<file path="src/rtl/aux_seq_pkg.sv">
package aux_seq_pkg;
  typedef enum logic [1:0] {
    CH_OK      = 2'd0,
    CH_TIMEOUT = 2'd1,
    CH_INVALID = 2'd2,
    CH_HPD     = 2'd3
  } chan_e;

  typedef enum logic [2:0] {
    ST_OK      = 3'd0,
    ST_NACK    = 3'd1,
    ST_TIMEOUT = 3'd2,
    ST_PROTO   = 3'd3,
    ST_HPD     = 3'd4,
    ST_UNKNOWN = 3'd5
  } stat_e;

  typedef enum logic [2:0] {
    V_RETRY,
    V_WAIT_INV,
    V_WAIT_POLL,
    V_PARTIAL,
    V_DONE,
    V_FAIL
  } verdict_e;

  localparam logic [3:0] RP_ACK       = 4'h0;
  localparam logic [3:0] RP_NACK      = 4'h1;
  localparam logic [3:0] RP_DEFER     = 4'h2;
  localparam logic [3:0] RP_I2C_NACK  = 4'h4;
  localparam logic [3:0] RP_I2C_DEFER = 4'h8;

  localparam int C_TO   = 0;
  localparam int C_INV  = 1;
  localparam int C_DFA  = 2;
  localparam int C_DFI  = 3;
  localparam int C_ACK  = 4;
  localparam int NCTR   = 5;
endpackage

</file>
<file path="src/rtl/aux_retry_ctr.sv">
module aux_retry_ctr #(
  parameter int W = 4
) (
  input  logic         clk,
  input  logic         rst_n,
  input  logic         clr,
  input  logic         inc,
  output logic [W-1:0] cnt
);
  always_ff @(posedge clk or negedge rst_n) begin
    if (!rst_n)                  cnt <= '0;
    else if (clr)                cnt <= '0;
    else if (inc && cnt != '1)   cnt <= cnt + 1'b1;
  end
endmodule

</file>
<file path="src/rtl/aux_wait_timer.sv">
module aux_wait_timer #(
  parameter int W = 8
) (
  input  logic         clk,
  input  logic         rst_n,
  input  logic         load,
  input  logic [W-1:0] load_val,
  output logic         last
);
  logic [W-1:0] cnt;

  always_ff @(posedge clk or negedge rst_n) begin
    if (!rst_n)         cnt <= '0;
    else if (load)      cnt <= load_val;
    else if (cnt != '0) cnt <= cnt - 1'b1;
  end

  assign last = (cnt == {{(W-1){1'b0}}, 1'b1});

  // a running wait moves down by exactly one per cycle
  a_r4_timer_step: assert property (@(posedge clk) disable iff (!rst_n)
    (cnt != '0 && !load) |=> (cnt == $past(cnt) - 1'b1));
endmodule

</file>
<file path="src/rtl/aux_reply_eval.sv">
module aux_reply_eval
  import aux_seq_pkg::*;
#(
  parameter int CNT_W       = 4,
  parameter int LEN_W       = 5,
  parameter int INV_LIMIT   = 1,
  parameter int TO_LIMIT    = 2,
  parameter int DEFER_LIMIT = 6
) (
  input  logic                          is_write,
  input  logic [1:0]                    chan,
  input  logic [3:0]                    reply,
  input  logic [LEN_W-1:0]              bytes,
  input  logic [LEN_W-1:0]              remain,
  input  logic [NCTR-1:0][CNT_W-1:0]    cnts,
  input  logic [CNT_W-1:0]              wr_defer_max,
  output verdict_e                      verdict,
  output stat_e                         fail_code,
  output logic [NCTR-1:0]               inc,
  output logic [NCTR-1:0]               clr,
  output logic                          go_status
);
  localparam logic [CNT_W-1:0] LIM_INV = CNT_W'(INV_LIMIT);
  localparam logic [CNT_W-1:0] LIM_TO  = CNT_W'(TO_LIMIT);
  localparam logic [CNT_W-1:0] LIM_DEF = CNT_W'(DEFER_LIMIT);

  logic [CNT_W-1:0] dlim;
  assign dlim = is_write ? wr_defer_max : LIM_DEF;

  always_comb begin
    verdict   = V_RETRY;
    fail_code = ST_OK;
    inc       = '0;
    clr       = '0;
    go_status = 1'b0;
    case (chan_e'(chan))
      CH_OK: begin
        if (!is_write && bytes > remain) begin
          verdict   = V_FAIL;
          fail_code = ST_PROTO;
        end else begin
          clr[C_TO]  = 1'b1;
          clr[C_INV] = 1'b1;
          case (reply)
            RP_ACK: begin
              if (is_write) begin
                if (bytes != '0) begin
                  inc[C_ACK] = 1'b1;
                  go_status  = 1'b1;
                  if (cnts[C_ACK] >= LIM_DEF) begin
                    verdict   = V_FAIL;
                    fail_code = ST_TIMEOUT;
                  end else begin
                    verdict = V_WAIT_POLL;
                  end
                end else begin
                  verdict = V_DONE;
                end
              end else begin
                clr[C_DFA] = 1'b1;
                if (bytes == remain) begin
                  verdict = V_DONE;
                end else begin
                  inc[C_ACK] = 1'b1;
                  if (cnts[C_ACK] >= LIM_INV) begin
                    verdict   = V_FAIL;
                    fail_code = ST_PROTO;
                  end else begin
                    verdict = V_PARTIAL;
                  end
                end
              end
            end
            RP_NACK, RP_I2C_NACK: begin
              verdict   = V_FAIL;
              fail_code = ST_NACK;
            end
            RP_DEFER: begin
              inc[C_DFA] = 1'b1;
              if (cnts[C_DFA] >= dlim) begin
                verdict   = V_FAIL;
                fail_code = ST_TIMEOUT;
              end
            end
            RP_I2C_DEFER: begin
              clr[C_DFA] = 1'b1;
              inc[C_DFI] = 1'b1;
              go_status  = is_write;
              if (cnts[C_DFI] >= dlim) begin
                verdict   = V_FAIL;
                fail_code = ST_TIMEOUT;
              end
            end
            default: begin
              verdict   = V_FAIL;
              fail_code = ST_UNKNOWN;
            end
          endcase
        end
      end
      CH_TIMEOUT: begin
        inc[C_TO] = 1'b1;
        if (cnts[C_TO] >= LIM_TO) begin
          verdict   = V_FAIL;
          fail_code = ST_TIMEOUT;
        end
      end
      CH_INVALID: begin
        inc[C_INV] = 1'b1;
        if (cnts[C_INV] >= LIM_INV) begin
          verdict   = V_FAIL;
          fail_code = ST_PROTO;
        end else begin
          verdict = V_WAIT_INV;
        end
      end
      default: begin
        verdict   = V_FAIL;
        fail_code = ST_HPD;
      end
    endcase
  end
endmodule

</file>
<file path="src/rtl/aux_txn_sequencer.sv">
module aux_txn_sequencer
  import aux_seq_pkg::*;
#(
  parameter int ADDR_W       = 20,
  parameter int LEN_W        = 5,
  parameter int CNT_W        = 4,
  parameter int CLK_MHZ      = 200,
  parameter int INV_LIMIT    = 1,
  parameter int TO_LIMIT     = 2,
  parameter int DEFER_LIMIT  = 6,
  parameter int INV_WAIT_US  = 400,
  parameter int POLL_WAIT_US = 300
) (
  input  logic              clk,
  input  logic              rst_n,
  input  logic [CNT_W-1:0]  cfg_wr_defer_max,
  input  logic              cmd_valid,
  output logic              cmd_ready,
  input  logic              cmd_write,
  input  logic              cmd_i2c,
  input  logic              cmd_last,
  input  logic [ADDR_W-1:0] cmd_addr,
  input  logic [LEN_W-1:0]  cmd_len,
  output logic              req_valid,
  input  logic              req_ready,
  output logic [3:0]        req_action,
  output logic [ADDR_W-1:0] req_addr,
  output logic [LEN_W-1:0]  req_len,
  output logic [LEN_W-1:0]  req_offset,
  input  logic              rsp_valid,
  output logic              rsp_ready,
  input  logic [1:0]        rsp_chan,
  input  logic [3:0]        rsp_reply,
  input  logic [LEN_W-1:0]  rsp_bytes,
  output logic              done,
  output logic [2:0]        status
);
  localparam int INV_CYC  = INV_WAIT_US * CLK_MHZ;
  localparam int POLL_CYC = POLL_WAIT_US * CLK_MHZ;
  localparam int TMR_MAX  = (INV_CYC > POLL_CYC) ? INV_CYC : POLL_CYC;
  localparam int TMR_W    = $clog2(TMR_MAX + 1);
  localparam logic [CNT_W-1:0] DEF_FLOOR = CNT_W'(DEFER_LIMIT);

  typedef enum logic [1:0] {S_IDLE, S_REQ, S_RSP, S_WAIT} state_e;

  state_e            state;
  logic              is_write, is_i2c, is_last, closing, mot;
  logic [1:0]        op;
  logic [ADDR_W-1:0] addr_q;
  logic [LEN_W-1:0]  remain, offset;
  stat_e             final_q;
  logic              done_q;
  logic [2:0]        status_q;

  logic              cmd_fire, rsp_fire, fin, start_close, tmr_load, tmr_last;
  logic [TMR_W-1:0]  tmr_val;
  stat_e             fin_code, fail_code;
  verdict_e          verdict;
  logic              go_status;
  logic [NCTR-1:0]   ev_inc, ev_clr, ctr_inc, ctr_clr;
  logic [NCTR-1:0][CNT_W-1:0] cnts;
  logic [CNT_W-1:0]  wr_defer_max;

  assign cmd_ready  = (state == S_IDLE);
  assign req_valid  = (state == S_REQ);
  assign rsp_ready  = (state == S_RSP);
  assign cmd_fire   = cmd_valid && cmd_ready;
  assign rsp_fire   = rsp_valid && rsp_ready;
  assign req_addr   = addr_q;
  assign req_len    = remain;
  assign req_offset = offset;
  assign req_action = (is_i2c || op == 2'b10) ? {1'b0, mot, op} : {3'b100, op[0]};
  assign done       = done_q;
  assign status     = status_q;

  assign wr_defer_max = (cfg_wr_defer_max > DEF_FLOOR) ? cfg_wr_defer_max : DEF_FLOOR;

  aux_reply_eval #(
    .CNT_W(CNT_W), .LEN_W(LEN_W), .INV_LIMIT(INV_LIMIT),
    .TO_LIMIT(TO_LIMIT), .DEFER_LIMIT(DEFER_LIMIT)
  ) u_eval (
    .is_write(is_write), .chan(rsp_chan), .reply(rsp_reply),
    .bytes(rsp_bytes), .remain(remain), .cnts(cnts),
    .wr_defer_max(wr_defer_max), .verdict(verdict),
    .fail_code(fail_code), .inc(ev_inc), .clr(ev_clr),
    .go_status(go_status)
  );

  always_comb begin
    fin         = rsp_fire && (verdict == V_DONE || verdict == V_FAIL);
    fin_code    = (verdict == V_DONE) ? ST_OK : fail_code;
    start_close = fin && !closing && is_i2c && (is_last || fin_code != ST_OK);
    tmr_load    = rsp_fire && (verdict == V_WAIT_INV || verdict == V_WAIT_POLL);
    tmr_val     = (verdict == V_WAIT_INV) ? TMR_W'(INV_CYC) : TMR_W'(POLL_CYC);
    ctr_inc     = rsp_fire ? ev_inc : '0;
    ctr_clr     = (cmd_fire || start_close) ? '1 : (rsp_fire ? ev_clr : '0);
  end

  for (genvar gi = 0; gi < NCTR; gi++) begin : g_ctr
    aux_retry_ctr #(.W(CNT_W)) u_ctr (
      .clk(clk), .rst_n(rst_n), .clr(ctr_clr[gi]),
      .inc(ctr_inc[gi]), .cnt(cnts[gi])
    );
  end

  aux_wait_timer #(.W(TMR_W)) u_tmr (
    .clk(clk), .rst_n(rst_n), .load(tmr_load),
    .load_val(tmr_val), .last(tmr_last)
  );

  always_ff @(posedge clk or negedge rst_n) begin
    if (!rst_n) begin
      state    <= S_IDLE;
      is_write <= 1'b0;
      is_i2c   <= 1'b0;
      is_last  <= 1'b0;
      closing  <= 1'b0;
      mot      <= 1'b0;
      op       <= 2'b00;
      addr_q   <= '0;
      remain   <= '0;
      offset   <= '0;
      final_q  <= ST_OK;
      done_q   <= 1'b0;
      status_q <= 3'd0;
    end else begin
      done_q <= 1'b0;
      case (state)
        S_IDLE: if (cmd_valid) begin
          is_write <= cmd_write;
          is_i2c   <= cmd_i2c;
          is_last  <= cmd_last;
          addr_q   <= cmd_i2c ? (cmd_addr >> 1) : cmd_addr;
          remain   <= cmd_len;
          offset   <= '0;
          mot      <= 1'b1;
          op       <= cmd_write ? 2'b00 : 2'b01;
          closing  <= 1'b0;
          state    <= S_REQ;
        end
        S_REQ: if (req_ready) state <= S_RSP;
        S_RSP: if (rsp_valid) begin
          case (verdict)
            V_RETRY: begin
              state <= S_REQ;
              if (go_status) begin
                op     <= 2'b10;
                remain <= '0;
              end
            end
            V_WAIT_INV: state <= S_WAIT;
            V_WAIT_POLL: begin
              state  <= S_WAIT;
              op     <= 2'b10;
              remain <= '0;
            end
            V_PARTIAL: begin
              offset <= offset + rsp_bytes;
              remain <= remain - rsp_bytes;
              state  <= S_REQ;
            end
            default: begin
              if (start_close) begin
                final_q <= fin_code;
                closing <= 1'b1;
                mot     <= 1'b0;
                op      <= {1'b0, ~is_write};
                remain  <= '0;
                offset  <= '0;
                state   <= S_REQ;
              end else begin
                done_q   <= 1'b1;
                status_q <= closing ? final_q : fin_code;
                state    <= S_IDLE;
              end
            end
          endcase
        end
        S_WAIT: if (tmr_last) state <= S_REQ;
        default: state <= S_IDLE;
      endcase
    end
  end

  // an unaccepted request keeps its fields
  a_r2_req_hold: assert property (@(posedge clk) disable iff (!rst_n)
    (req_valid && !req_ready) |=> (req_valid && $stable(req_action) &&
                                   $stable(req_len) && $stable(req_addr)));

  // at most one request in flight
  a_r2_one_outstanding: assert property (@(posedge clk) disable iff (!rst_n)
    req_valid |-> !rsp_ready);

  // completion is a single-cycle pulse
  a_r13_done_pulse: assert property (@(posedge clk) disable iff (!rst_n)
    done |=> !done);

  // a status request never carries data
  a_r8_status_len0: assert property (@(posedge clk) disable iff (!rst_n)
    (req_valid && req_action[3] == 1'b0 && req_action[1:0] == 2'b10) |-> (req_len == '0));

  // closing request has MOT cleared and no data
  a_r11_close_shape: assert property (@(posedge clk) disable iff (!rst_n)
    (req_valid && closing) |-> (req_len == '0 && req_action[2] == 1'b0));
endmodule

</file>
<file path="config.mk">
export PLATFORM = sky130hd
export DESIGN_NAME = aux_txn_sequencer
export DESIGN_NICKNAME = d
export VERILOG_FILES = /design/src/rtl/aux_seq_pkg.sv /design/src/rtl/aux_retry_ctr.sv /design/src/rtl/aux_wait_timer.sv /design/src/rtl/aux_reply_eval.sv /design/src/rtl/aux_txn_sequencer.sv
export SDC_FILE = /design/constraint.sdc
export NUM_CORES = 1
export LEC_CHECK = 0
export BUFFER_PORTS_ARGS = -buffer_cell sky130_fd_sc_hd__buf_2
export CORE_MARGIN = 2
export CORE_UTILIZATION = 50
export CTS_CLUSTER_SIZE = 40
export DETAILED_ROUTE_END_ITERATION = 12
export PLACE_DENSITY = 0.72
export SLEW_MARGIN = 25
export SYNTH_ARGS = -nofsm -noshare
export SYNTH_HDL_FRONTEND = slang
export SYNTH_HIERARCHICAL = 1
export SYNTH_SLANG_ARGS = --single-unit
</file>
<file path="constraint.sdc">
create_clock -name clk -period 10.91 [get_ports clk]
set_clock_uncertainty 0.2 [all_clocks]
set_input_delay 2.182 -clock clk [delete_from_list [all_inputs] [get_ports clk]]
set_output_delay 2.182 -clock clk [all_outputs]
set_load 0.1 [all_outputs]
</file>
==> results of run 1 <==
-- metrics by stage --
step	setup slack (ps)	area (sq um)	std cells
after floorplan	5130	5800	620
after global placement	4150	6290	827
after detailed placement	3830	6290	827
after CTS	4220	6600	843
after global routing	3610	6600	843
final	4110	6600	843
-- cell usage after synthesis (4+ instances only) --
library cell,n,area share [%]
sky130_fd_sc_hd__a31oi_1,5,0.54
sky130_fd_sc_hd__nand2_1,50,3.3
sky130_fd_sc_hd__and3_1,12,1.3
sky130_fd_sc_hd__nand3_1,8,0.69
sky130_fd_sc_hd__mux2i_1,25,4.3
sky130_fd_sc_hd__inv_1,37,2.4
sky130_fd_sc_hd__a21oi_1,24,2.1
sky130_fd_sc_hd__dfrtp_1,83,36
sky130_fd_sc_hd__nor3_1,17,1.5
sky130_fd_sc_hd__nor2_1,33,2.1
sky130_fd_sc_hd__clkbuf_1,14,0.91
sky130_fd_sc_hd__a211oi_1,7,0.91
sky130_fd_sc_hd__nand4_1,8,0.87
sky130_fd_sc_hd__a21o_1,9,1.2
sky130_fd_sc_hd__and3_4,5,0.98
sky130_fd_sc_hd__and2_1,4,0.43
sky130_fd_sc_hd__buf_4,5,0.65
sky130_fd_sc_hd__mux2_4,10,2.6
sky130_fd_sc_hd__or2_0,5,0.54
sky130_fd_sc_hd__nor4_1,10,1.1
sky130_fd_sc_hd__o21ai_0,50,4.3
sky130_fd_sc_hd__nor2b_4,5,1.2
sky130_fd_sc_hd__buf_2,4,0.35
sky130_fd_sc_hd__ha_1,34,7.4
sky130_fd_sc_hd__nor2b_1,12,1.3
sky130_fd_sc_hd__and4b_2,5,0.98
sky130_fd_sc_hd__buf_6,4,0.78
sky130_fd_sc_hd__mux2_2,9,1.8
sky130_fd_sc_hd__nand2b_1,26,2.8
sky130_fd_sc_hd__xnor2_1,8,1.2
-- logic make-up after synthesis --
logic type | after synthesis | synth area share (%)
other | 3 | 0.195
buffers and inverters | 67 | 5.31
AO/OA/AOI/OAI | 140 | 16.4
flip-flops | 83 | 36.0
XOR/XNOR | 11 | 1.67
adder cells (fa/ha/maj) | 37 | 8.24
AND/OR/NAND/NOR | 227 | 23.5
multiplexers | 44 | 8.70
-- final cells by class --
class / instances / area (sq um)
Fill cell: 1023 / 4730
Multi-Input combinational cell: 470 / 3420
Sequential cell: 83 / 2080
Timing Repair Buffer: 92 / 473
Clock buffer: 11 / 243
Tap cell: 143 / 179
Inverter: 39 / 146
Clock inverter: 5 / 61.3
-- worst min-delay path by stage --
stage,endpoint,slack [ps],cells past startpoint,from
2_1_floorplan,final_q[1],250,2,final_q[1]
4_1_cts,req_addr[19],280,2,req_addr[19]
3_3_place_gp,req_addr[15],260,2,req_addr[15]
5_1_grt,req_addr[13],310,2,req_addr[13]
6_report,req_addr[19],270,2,req_addr[19]
3_5_place_dp,req_addr[19],270,2,req_addr[19]
-- flip-flops by register name, indices dropped and copies added (netlist names) --
name	flops
g_ctr.u_ctr/cnt	20
req_addr	20
u_tmr/cnt	17
req_len	5
req_offset	5
final_q	3
status	3
op	2
state	2
closing	1
done	1
is_i2c	1
is_last	1
is_write	1
mot	1
-- cell usage in the layout, fill, tap and decap left out, types with 4 or more instances in the layout --
cell / instances
sky130_fd_sc_hd__mux2_4: 10
sky130_fd_sc_hd__nor3_1: 17
sky130_fd_sc_hd__nor4_1: 10
sky130_fd_sc_hd__inv_1: 37
sky130_fd_sc_hd__nor2b_4: 5
sky130_fd_sc_hd__mux2_2: 9
sky130_fd_sc_hd__o21ai_0: 50
sky130_fd_sc_hd__ha_1: 34
sky130_fd_sc_hd__mux2i_1: 25
sky130_fd_sc_hd__a211oi_1: 7
sky130_fd_sc_hd__nand3_1: 8
sky130_fd_sc_hd__dfrtp_1: 83
sky130_fd_sc_hd__conb_1: 11
sky130_fd_sc_hd__nand2_1: 50
sky130_fd_sc_hd__and3_4: 5
sky130_fd_sc_hd__nor2_1: 33
sky130_fd_sc_hd__nor2b_1: 12
sky130_fd_sc_hd__nand4_1: 8
sky130_fd_sc_hd__a31oi_1: 5
sky130_fd_sc_hd__and2_1: 4
sky130_fd_sc_hd__buf_2: 87
sky130_fd_sc_hd__a21oi_1: 24
sky130_fd_sc_hd__xnor2_1: 8
sky130_fd_sc_hd__clkbuf_16: 9
sky130_fd_sc_hd__or2_0: 5
sky130_fd_sc_hd__nand2b_1: 26
sky130_fd_sc_hd__a21o_1: 9
sky130_fd_sc_hd__buf_4: 5
sky130_fd_sc_hd__and4b_2: 5
sky130_fd_sc_hd__and3_1: 12
-- routing by layer --
layer,track usage [%],part of all wire [%],vias up
li1,-,-,2343
met1,29.3,46,2329
met2,36.4,48,123
met3,3.54,4.2,18
met4,7.16,1.6,0
met5,0,0,-
-- worst reg2reg max path: stages, from the launching register on --
cell and delay (ps):
sky130_fd_sc_hd__dfrtp_1 570, sky130_fd_sc_hd__and2_1 220, sky130_fd_sc_hd__ha_1 230, sky130_fd_sc_hd__nand2b_1 140, sky130_fd_sc_hd__a21oi_1 200, sky130_fd_sc_hd__o21ai_1 100, sky130_fd_sc_hd__a221o_1 410, sky130_fd_sc_hd__o32ai_2 310
sky130_fd_sc_hd__nand3_1 340, sky130_fd_sc_hd__nand2b_1 360, sky130_fd_sc_hd__nor2_1 210, sky130_fd_sc_hd__and2_1 500, sky130_fd_sc_hd__inv_1 470, sky130_fd_sc_hd__nand2b_1 250, sky130_fd_sc_hd__nor2_2 130, sky130_fd_sc_hd__a2111oi_0 460
-- power by group through the flow --
stage               sequential [W]  combinational, W  clock (W)
floorplan                 0.000828          0.000453          0
global placement          0.000498          0.000932          0
detailed placement        0.000506          0.000953          0
CTS                       0.000502          0.000956   0.000320
global route              0.000519           0.00102   0.000335
finish                    0.000502          0.000953   0.000311
==> impl.org, run 1 <==
** Power and ir drop
- The analysis attributes to cell leakage a power of 3.15 nW.
- Across the VDD grid, the largest voltage drop is 0.229 mV.
- Part of the power in registers :: 28.4%
- Total Power Consumption :: 0.00177 W
- Internal power consumption :: 0.000838 W
- Of the total power, the share spent switching nets is 52.6%.
- Power spread over the standard cell area amounts to 268 nW/um^2.
- In this run the power spent charging and discharging nets is 0.000930 W.
- Per report_power, the combinational group accounts for 53.9% of the total.
- Per report_power, the clock group accounts for 17.6% of the total.

** Global routing
- Across every metal layer, demand over resource in global routing totals 21.9%.
- First-pass GRT wire length :: 22.5 mm
- Vias in the first global route :: 4770
- After global routing the overflow that remains totals 0.
- Antenna violations before repair :: 0
- Pin count of the biggest net entering global routing :: 67

** Route
- Routed length per instance :: 15.6 microns
- Vias post-DR :: 4813
- In this run the remaining antenna-violating nets after routing total 0.
- Detailed-route wire length :: 13.1 mm
- Number of DRC markers in iteration 0 :: 303
- After detailed routing, the number of remaining DRC violations is 0.
- Iteration count of the initial detailed-routing pass :: 5
- Ratio of routed vias to standard cells :: 5.71

** Final layout
- Area grow syn2layout :: 14.3%
- Of the cells placed in the final design, the portion with a size suffix greater than 1 is 23.4%.
- Measured on the finished design, the core utilization comes to 58.3%.
- Post-layout nets :: 779
- The number of antenna diodes in the final layout is 0.

** Timing
- Measured against its own limit, the worst slew margin works out to 32.8%.
- Static timing analysis puts the maximum clock frequency at 147 MHz.
- The hold violation total from the final report was 0.
- Setup violators final :: 0
- Setup repair after global routing left no endpoint under its margin.
- Actual transition at the worst max-transition pin :: 1000 ps
- Final number of max-transition violations :: 0
- Fin Setup TNS :: 0 ps
- Minimum clock period after layout :: 6800 ps
- Crit share post-route :: 62.4%
- The tightest hold path in the finished design has a slack of 275 ps.

** Worst setup path
- Along the worst path, the maximum fanout reaches 24.
- Max stage delay cell, worst path :: sky130_fd_sc_hd__and2_1
- Data required time at the worst endpoint :: 10910 ps
- Setup Crit Path Kind :: in -> reg
- Stages on worst setup path :: 18
- Worst R2R End :: u_tmr/cnt[7]
- Worst reg2reg startpoint :: is_write
- Register-to-Register Path Depth :: 15
- Setup crit start kind :: primary input
- Slowest cell delay on critical path :: 500 ps
- The critical path ends at u_tmr/cnt[7].
- Largest delay contributor family on the critical path :: simple AND/OR/NAND/NOR gates
- Combined buffer and inverter count along the critical path :: 2
- Walking the worst path, the cells encountered are buf_2, a21oi_1, nor2b_1, and2_1, ha_1, nand2b_1, a21oi_1, o21ai_1, a221o_1, o32ai_2, nand3_1, nand2b_1, nor2_1, and2_1, inv_1, nand2b_1, nor2_2, a2111oi_0.
- Internal reg-to-reg setup slack :: 5660 ps
- For the worst setup path, the data arrival time is 6800 ps.
- Source of the critical timing path :: cfg_wr_defer_max[1]
- Counting stages on the worst path, the most repeated cell is sky130_fd_sc_hd__nand2b_1.
- Endpoint type of the worst setup path :: flip-flop

** CTS
- Clock tree from TritonCTS :: built
- In this run, post-CTS repair resized a total of 0 instances.
- Clk buf depth :: 2
- Clk_lat worst skew :: 340 ps
- Clock-pin slew was measured on the worst setup and hold paths at 60 ps.
- The clock drives 83 sinks.
- CTS placed an instance of sky130_fd_sc_hd__clkbuf_16 at the clock tree root.
- Post-CTS repair timing setup buffer count :: 0
- Number of clock buffers inserted by TritonCTS :: 9
- The H-tree was split into 3 levels.
- Cts hold-fix bufs :: 0

** Placed design
- Final weighted congestion of routability-driven global placement :: 0.895
- Summed over all nets, the half-perimeter wirelength after detailed placement is 9.71 mm.
- Input and output buffers added on the ports amount to 88.

** Synth
- Post-synthesis sequential element count :: 83
- Library cells used by synthesis :: 83
- The synthesized netlist occupies a cell area of 5770 sq um.
- Share of async-settable or async-resettable flops after synthesis :: 100%
- Mean post-synth cell area :: 9.43 sq um
- After synthesis, flip-flops and latches occupy 36.0% of the total area.
- Synthesis handed over a netlist of 612 instances.
- Most used DFF post-synth :: sky130_fd_sc_hd__dfrtp_1
- Count of flip-flops with a built-in enable after synthesis :: 0
- For this run, the number of Yosys warnings is 6.

** Die
- Effective utilization at floorplan :: 51.0%
- Core region area :: 11300 sq um
- Die area :: 12400 sq um
- In this run the vertical extent of the chip is 111 microns.
- The initialized floorplan defines 39 standard-cell rows.
- 89 I/O pins were placed.
- From left edge to right edge, the die measures 111 microns.

** Run
- Count of max-cap constraint violations :: 0

** Status
- Result of the run :: finished clean

** Worst hold path
- The worst hold path belongs to the class reg -> reg.
(Power assumes the default switching activity.)
==> run 2: changes to the inputs <==
ABC_AREA = 1   (was not set)
PLACE_DENSITY = 0.71   (was 0.72)
clock period = 6.9 ns   (was 10.91 ns; I/O delays follow)
==> impl.org, run 2 <==
** Route
- The highest signal layer in the routed design was met4 (unchanged).
- The post-detailed-route DRC marker count came to 0 (unchanged).
- Ratio of routed vias to standard cells :: 5.04 (was 5.71)
- Met2 wirelength from detailed routing :: 6.36 mm (was 6.33 mm)
- Number of antenna-violating nets in the routed design :: 0 (unchanged)
- Detailed-route wire length :: 13.8 mm (was 13.1 mm)
- Iteration count of the initial detailed-routing pass :: 4 (was 5)
- The total number of vias is 5479 (was 4813).
- Total met3 wirelength after detailed routing :: 432 microns (was 553 microns)
- The number of design-rule violations left by the first detailed-router iteration was 310 (was 303).
- The detailed-route wire length per cell was 12.7 microns (was 15.6 microns).
- Length of routed wiring on met1 :: 6.91 mm (was 6.03 mm)

** Synth
- Total standard cell area after synthesis :: 5990 sq um (was 5770 sq um)
- Main area contributors after synthesis :: sky130_fd_sc_hd__dfrtp_1 35%, sky130_fd_sc_hd__nand2_1 15%, sky130_fd_sc_hd__ha_1 7.1% (was sky130_fd_sc_hd__dfrtp_1 36%, sky130_fd_sc_hd__ha_1 7.4%, sky130_fd_sc_hd__mux2i_1 4.3%)
- Basic-gate share of the synthesized area counting and, or, nand and nor cells :: 36.2% (was 23.5%)
- Share of the synthesized area in the top cell type :: 34.7% (was 36.0%)
- Post-Synth Adder-Cell Area :: 7.77% (was 8.24%)
- Most frequent cell after synthesis :: sky130_fd_sc_hd__nand2_1 (was sky130_fd_sc_hd__dfrtp_1)
- Top cells by instance count after synthesis :: 245 x sky130_fd_sc_hd__nand2_1, 99 x sky130_fd_sc_hd__inv_1, 88 x sky130_fd_sc_hd__nor2_1 (was 83 x sky130_fd_sc_hd__dfrtp_1, 50 x sky130_fd_sc_hd__nand2_1, 50 x sky130_fd_sc_hd__o21ai_0)
- The number of distinct standard cells referenced by the synthesized netlist was 50 (was 83).
- Warnings from Yosys :: 6 (unchanged)
- The register area share after synthesis is 34.7% (was 36.0%).
- The post-synthesis register bit count was 83 (unchanged).
- Post-Synthesis Cells :: 851 (was 612)
- The post-synthesis share of cell area spent on xor and xnor gates came to 1.61% (was 1.67%).
- The main combinational cell family by area after synthesis was simple AND/OR/NAND/NOR gates (unchanged).
- The async set or reset register ratio after synthesis is 100% (unchanged).
- Compound-cell area share of the yosys netlist :: 10.3% (was 16.4%)
- The average size of a mapped cell came to 7.04 sq um (was 9.43 sq um).
- The leading register cell type out of synthesis was sky130_fd_sc_hd__dfrtp_1 (unchanged).
- The multiplexer share of the synthesized area was 0% (was 8.70%).
- The number of enable flip-flop cells after synthesis was 0 (unchanged).
- The post-synthesis cell type with the largest combined area was sky130_fd_sc_hd__dfrtp_1 (unchanged).

** Worst hold path
- The kind of path behind the tightest hold check was reg -> reg (unchanged).
- The number of cells traversed by the worst hold path was 2 (unchanged).

** CTS
- The post-CTS repair timing setup buffer count came to 0 (unchanged).
- The CTS tree is built (unchanged).
- Number of clock buffers inserted by TritonCTS :: 9 (unchanged)
- CTS HTree Levels :: 3 (unchanged)
- Library cell used as clock root buffer :: sky130_fd_sc_hd__clkbuf_16 (unchanged)
- Clock-pin transition on the worst setup and hold timing paths :: 70 ps (was 60 ps)
- Clk sinks :: 83 (unchanged)
- Cts hold-fix bufs :: 0 (unchanged)
- Clk_lat worst skew :: 340 ps (about the same)
- The number of cells upsized or downsized after cts came to 0 (unchanged).
- The worst-case clock buffer depth was 2 (unchanged).

** Worst setup path
- The kind of critical path is in -> reg (unchanged).
- The cell count of the worst reg-to-reg path was 21 (was 15).
- Endpoint type of the worst setup path :: flip-flop (unchanged)
- The required time of the critical path was 6970 ps (was 10910 ps).
- The setup slack on the worst flop-to-flop path was 3030 ps (was 5660 ps).
- Setup crit start kind :: primary input (unchanged)
- Critical path arrival :: 4670 ps (was 6800 ps)
- The maximum net fanout on the critical path was 20 (was 24).

** Timing
- The clock period could shrink to 4610 ps.
- Hold Vio Cnt, Final :: 0 (unchanged)
- The final-report max-slew violation count came to 0 (unchanged).
- Max frequency :: 217 MHz
- Crit share post-route :: 66.8%
- Setup repair after global routing missed its margin: no (unchanged).
- The worst relative slew slack came to 44.3% (was 32.8%).
- The sum of negative setup slack was 0 ps (unchanged).
- The transition time at the pin with the least slew margin was 833 ps (was 1000 ps).
- The final number of setup-violating endpoints is 0 (unchanged).

** Power and ir drop
- The internal portion of total power came to 0.00130 W (was 0.000838 W).
- Comb power frac :: 57.8% (was 53.9%)
- The standby leakage power is 3.68 nW (was 3.15 nW).
- Power Density :: 446 nW/um^2 (was 268 nW/um^2)
- Highest ir drop seen on vdd :: 0.337 mV (was 0.229 mV)
- Proportion of total power due to net switching :: 57.3% (was 52.6%)
- The net load switching power is 0.00174 W (was 0.000930 W).
- The relative contribution of sequential cells to total power was 27.2% (was 28.4%).
- The clock network power share came to 15.1% (was 17.6%).

** Die
- The vertical die dimension came to 113 microns (was 111 microns).
- The starting density of the core came to 51.8% (was 51.0%).
- The area enclosed by the die boundary is 12900 sq um (was 12400 sq um).
- Total number of placement rows :: 39 (unchanged)
- The top-level port count was 89 (unchanged).
- Width of the chip :: 113 microns (was 111 microns)
- The area of the core region is 11600 sq um (was 11300 sq um).

** Run
- The number of max-cap violations is 0 (unchanged).

** Placed design
- Estimated wirelength of the detail-placed design :: 10.6 mm (was 9.71 mm)
- The last weighted congestion value of the routability-driven placer was 0.860 (was 0.895).
- The number of port buffers is 88 (unchanged).

** Final layout
- Leading cell types in the layout, fill and taps excluded: 245 x sky130_fd_sc_hd__nand2_1, 99 x sky130_fd_sc_hd__inv_1, 88 x sky130_fd_sc_hd__nor2_1 (was 87 x sky130_fd_sc_hd__buf_2, 83 x sky130_fd_sc_hd__dfrtp_1, 50 x sky130_fd_sc_hd__nand2_1, 50 x sky130_fd_sc_hd__o21ai_0, 37 x sky130_fd_sc_hd__inv_1).
- N_diodes :: 0 (unchanged)
- Share of final-layout standard cells stronger than drive strength 1 :: 18.4% (was 23.4%)
- Most common cell after layout, fill and taps aside :: sky130_fd_sc_hd__nand2_1 (was sky130_fd_sc_hd__buf_2)
- The final core utilization was 58.9% (was 58.3%).
- Area grow syn2layout :: 13.7% (was 14.3%)
- The post-layout net count came to 1024 (was 779).

** Global routing
- Aggregate global-route resource usage :: 22.6% (was 21.9%)
- Pin count of the biggest net entering global routing :: 54 (was 67)
- Antenna violations before repair :: 0 (unchanged)
- Vias in the first global route :: 5157 (was 4770)
- The wire length of the first global-routing pass was 23.7 mm (was 22.5 mm).
- Overflow after GRT :: 0 (unchanged)

** Status
- Result of the run: finished clean (unchanged).
==> run 2: cell types whose count changed after synthesis, sizes merged, moves of 10 or more <==
cell	delta
a21oi	+36
and3	-18
inv	+73
mux2	-19
mux2i	-25
nand2	+219
nand2b	-27
nand3	+66
nor2	+69
nor2b	-17
nor3	-13
nor4	-10
o21ai	-24
==> run 2: critical path, cell delays in order <==
cell and delay (ps):
sky130_fd_sc_hd__buf_2 90, sky130_fd_sc_hd__a31o_2 140, sky130_fd_sc_hd__inv_1 40, sky130_fd_sc_hd__or2_2 260, sky130_fd_sc_hd__nor2_1 150, sky130_fd_sc_hd__ha_1 250, sky130_fd_sc_hd__nand2_1 60, sky130_fd_sc_hd__nand3_1 60
sky130_fd_sc_hd__nand2_1 60, sky130_fd_sc_hd__nand2_1 50, sky130_fd_sc_hd__nand2_1 70, sky130_fd_sc_hd__nand2_1 80, sky130_fd_sc_hd__nor2_2 100, sky130_fd_sc_hd__nand2_1 50, sky130_fd_sc_hd__nand2_1 50, sky130_fd_sc_hd__nand3_1 270
sky130_fd_sc_hd__a211oi_1 360, sky130_fd_sc_hd__o21ai_0 180, sky130_fd_sc_hd__nor2_1 130, sky130_fd_sc_hd__buf_4 220, sky130_fd_sc_hd__inv_2 180, sky130_fd_sc_hd__nand4_4 190, sky130_fd_sc_hd__clkinv_2 120, sky130_fd_sc_hd__a21oi_1 150
==> run 2: power by group through the flow <==
stage	combinational (W)	clock, W	sequential, W
finish	0.00175	0.000457	0.000824
global route	0.00191	0.000489	0.000848
CTS	0.00176	0.000469	0.000824
detailed placement	0.00176	0	0.000831
global placement	0.00174	0	0.000829
floorplan	0.000899	0	0.00137
==> run 2: final timing paths <==
| kind | startpoint | endpoint |
|---|---|---|
| setup / recovery | cfg_wr_defer_max[0] | u_tmr/cnt[7] |
| hold / removal | op[1] | op[1] |
| setup reg to reg | is_write | u_tmr/cnt[7] |
| hold reg to reg | op[1] | op[1] |
| max in group asynchronous | rst_n | u_tmr/cnt[3] |
| min in group asynchronous | rst_n | g_ctr[3].u_ctr/cnt[1] |
==> run 2: kinds of logic (layout without fill, tap and decap cells) <==
family,count (synthesis),in the layout
and+or+nand+nor,474,474
buffers and inverters,134,220
AOI/OAI and AO/OA,110,110
DFF,83,83
adders and majority gates,36,36
xor gates and xnor gates,11,11
other,3,11
==> run 2: final cells by class <==
type,instances,area [sq um]
clock buffers,10,229
flip-flops and latches,83,2080
well taps,143,179
repair buffers,90,458
clock inverters,6,46.3
fillers,1118,4750
multi-input cells,642,3390
inverters,114,434
==> run 2: stage by stage <==
step / instances / setup WS (ps) / power, W / hold WS [ps] / cell area [sq um]
5_1_grt: 1088 / 1980 / 0.00325 / 305 / 6810
4_1_cts: 1088 / 2320 / 0.00305 / 288 / 6810
3_5_place_dp: 1072 / 1960 / 0.00259 / 270 / 6540
6_report: 1088 / 2290 / 0.00303 / 283 / 6810
2_1_floorplan: 859 / 2390 / 0.00227 / 242 / 6020
3_3_place_gp: 1072 / 2040 / 0.00257 / 263 / 6540
==> run 2: routing by layer <==
layer	GRT usage (%)	up-vias
li1	-	2881
met1	31.1	2506
met2	36.8	80
met3	3.51	12
met4	7.32	0
met5	0	-
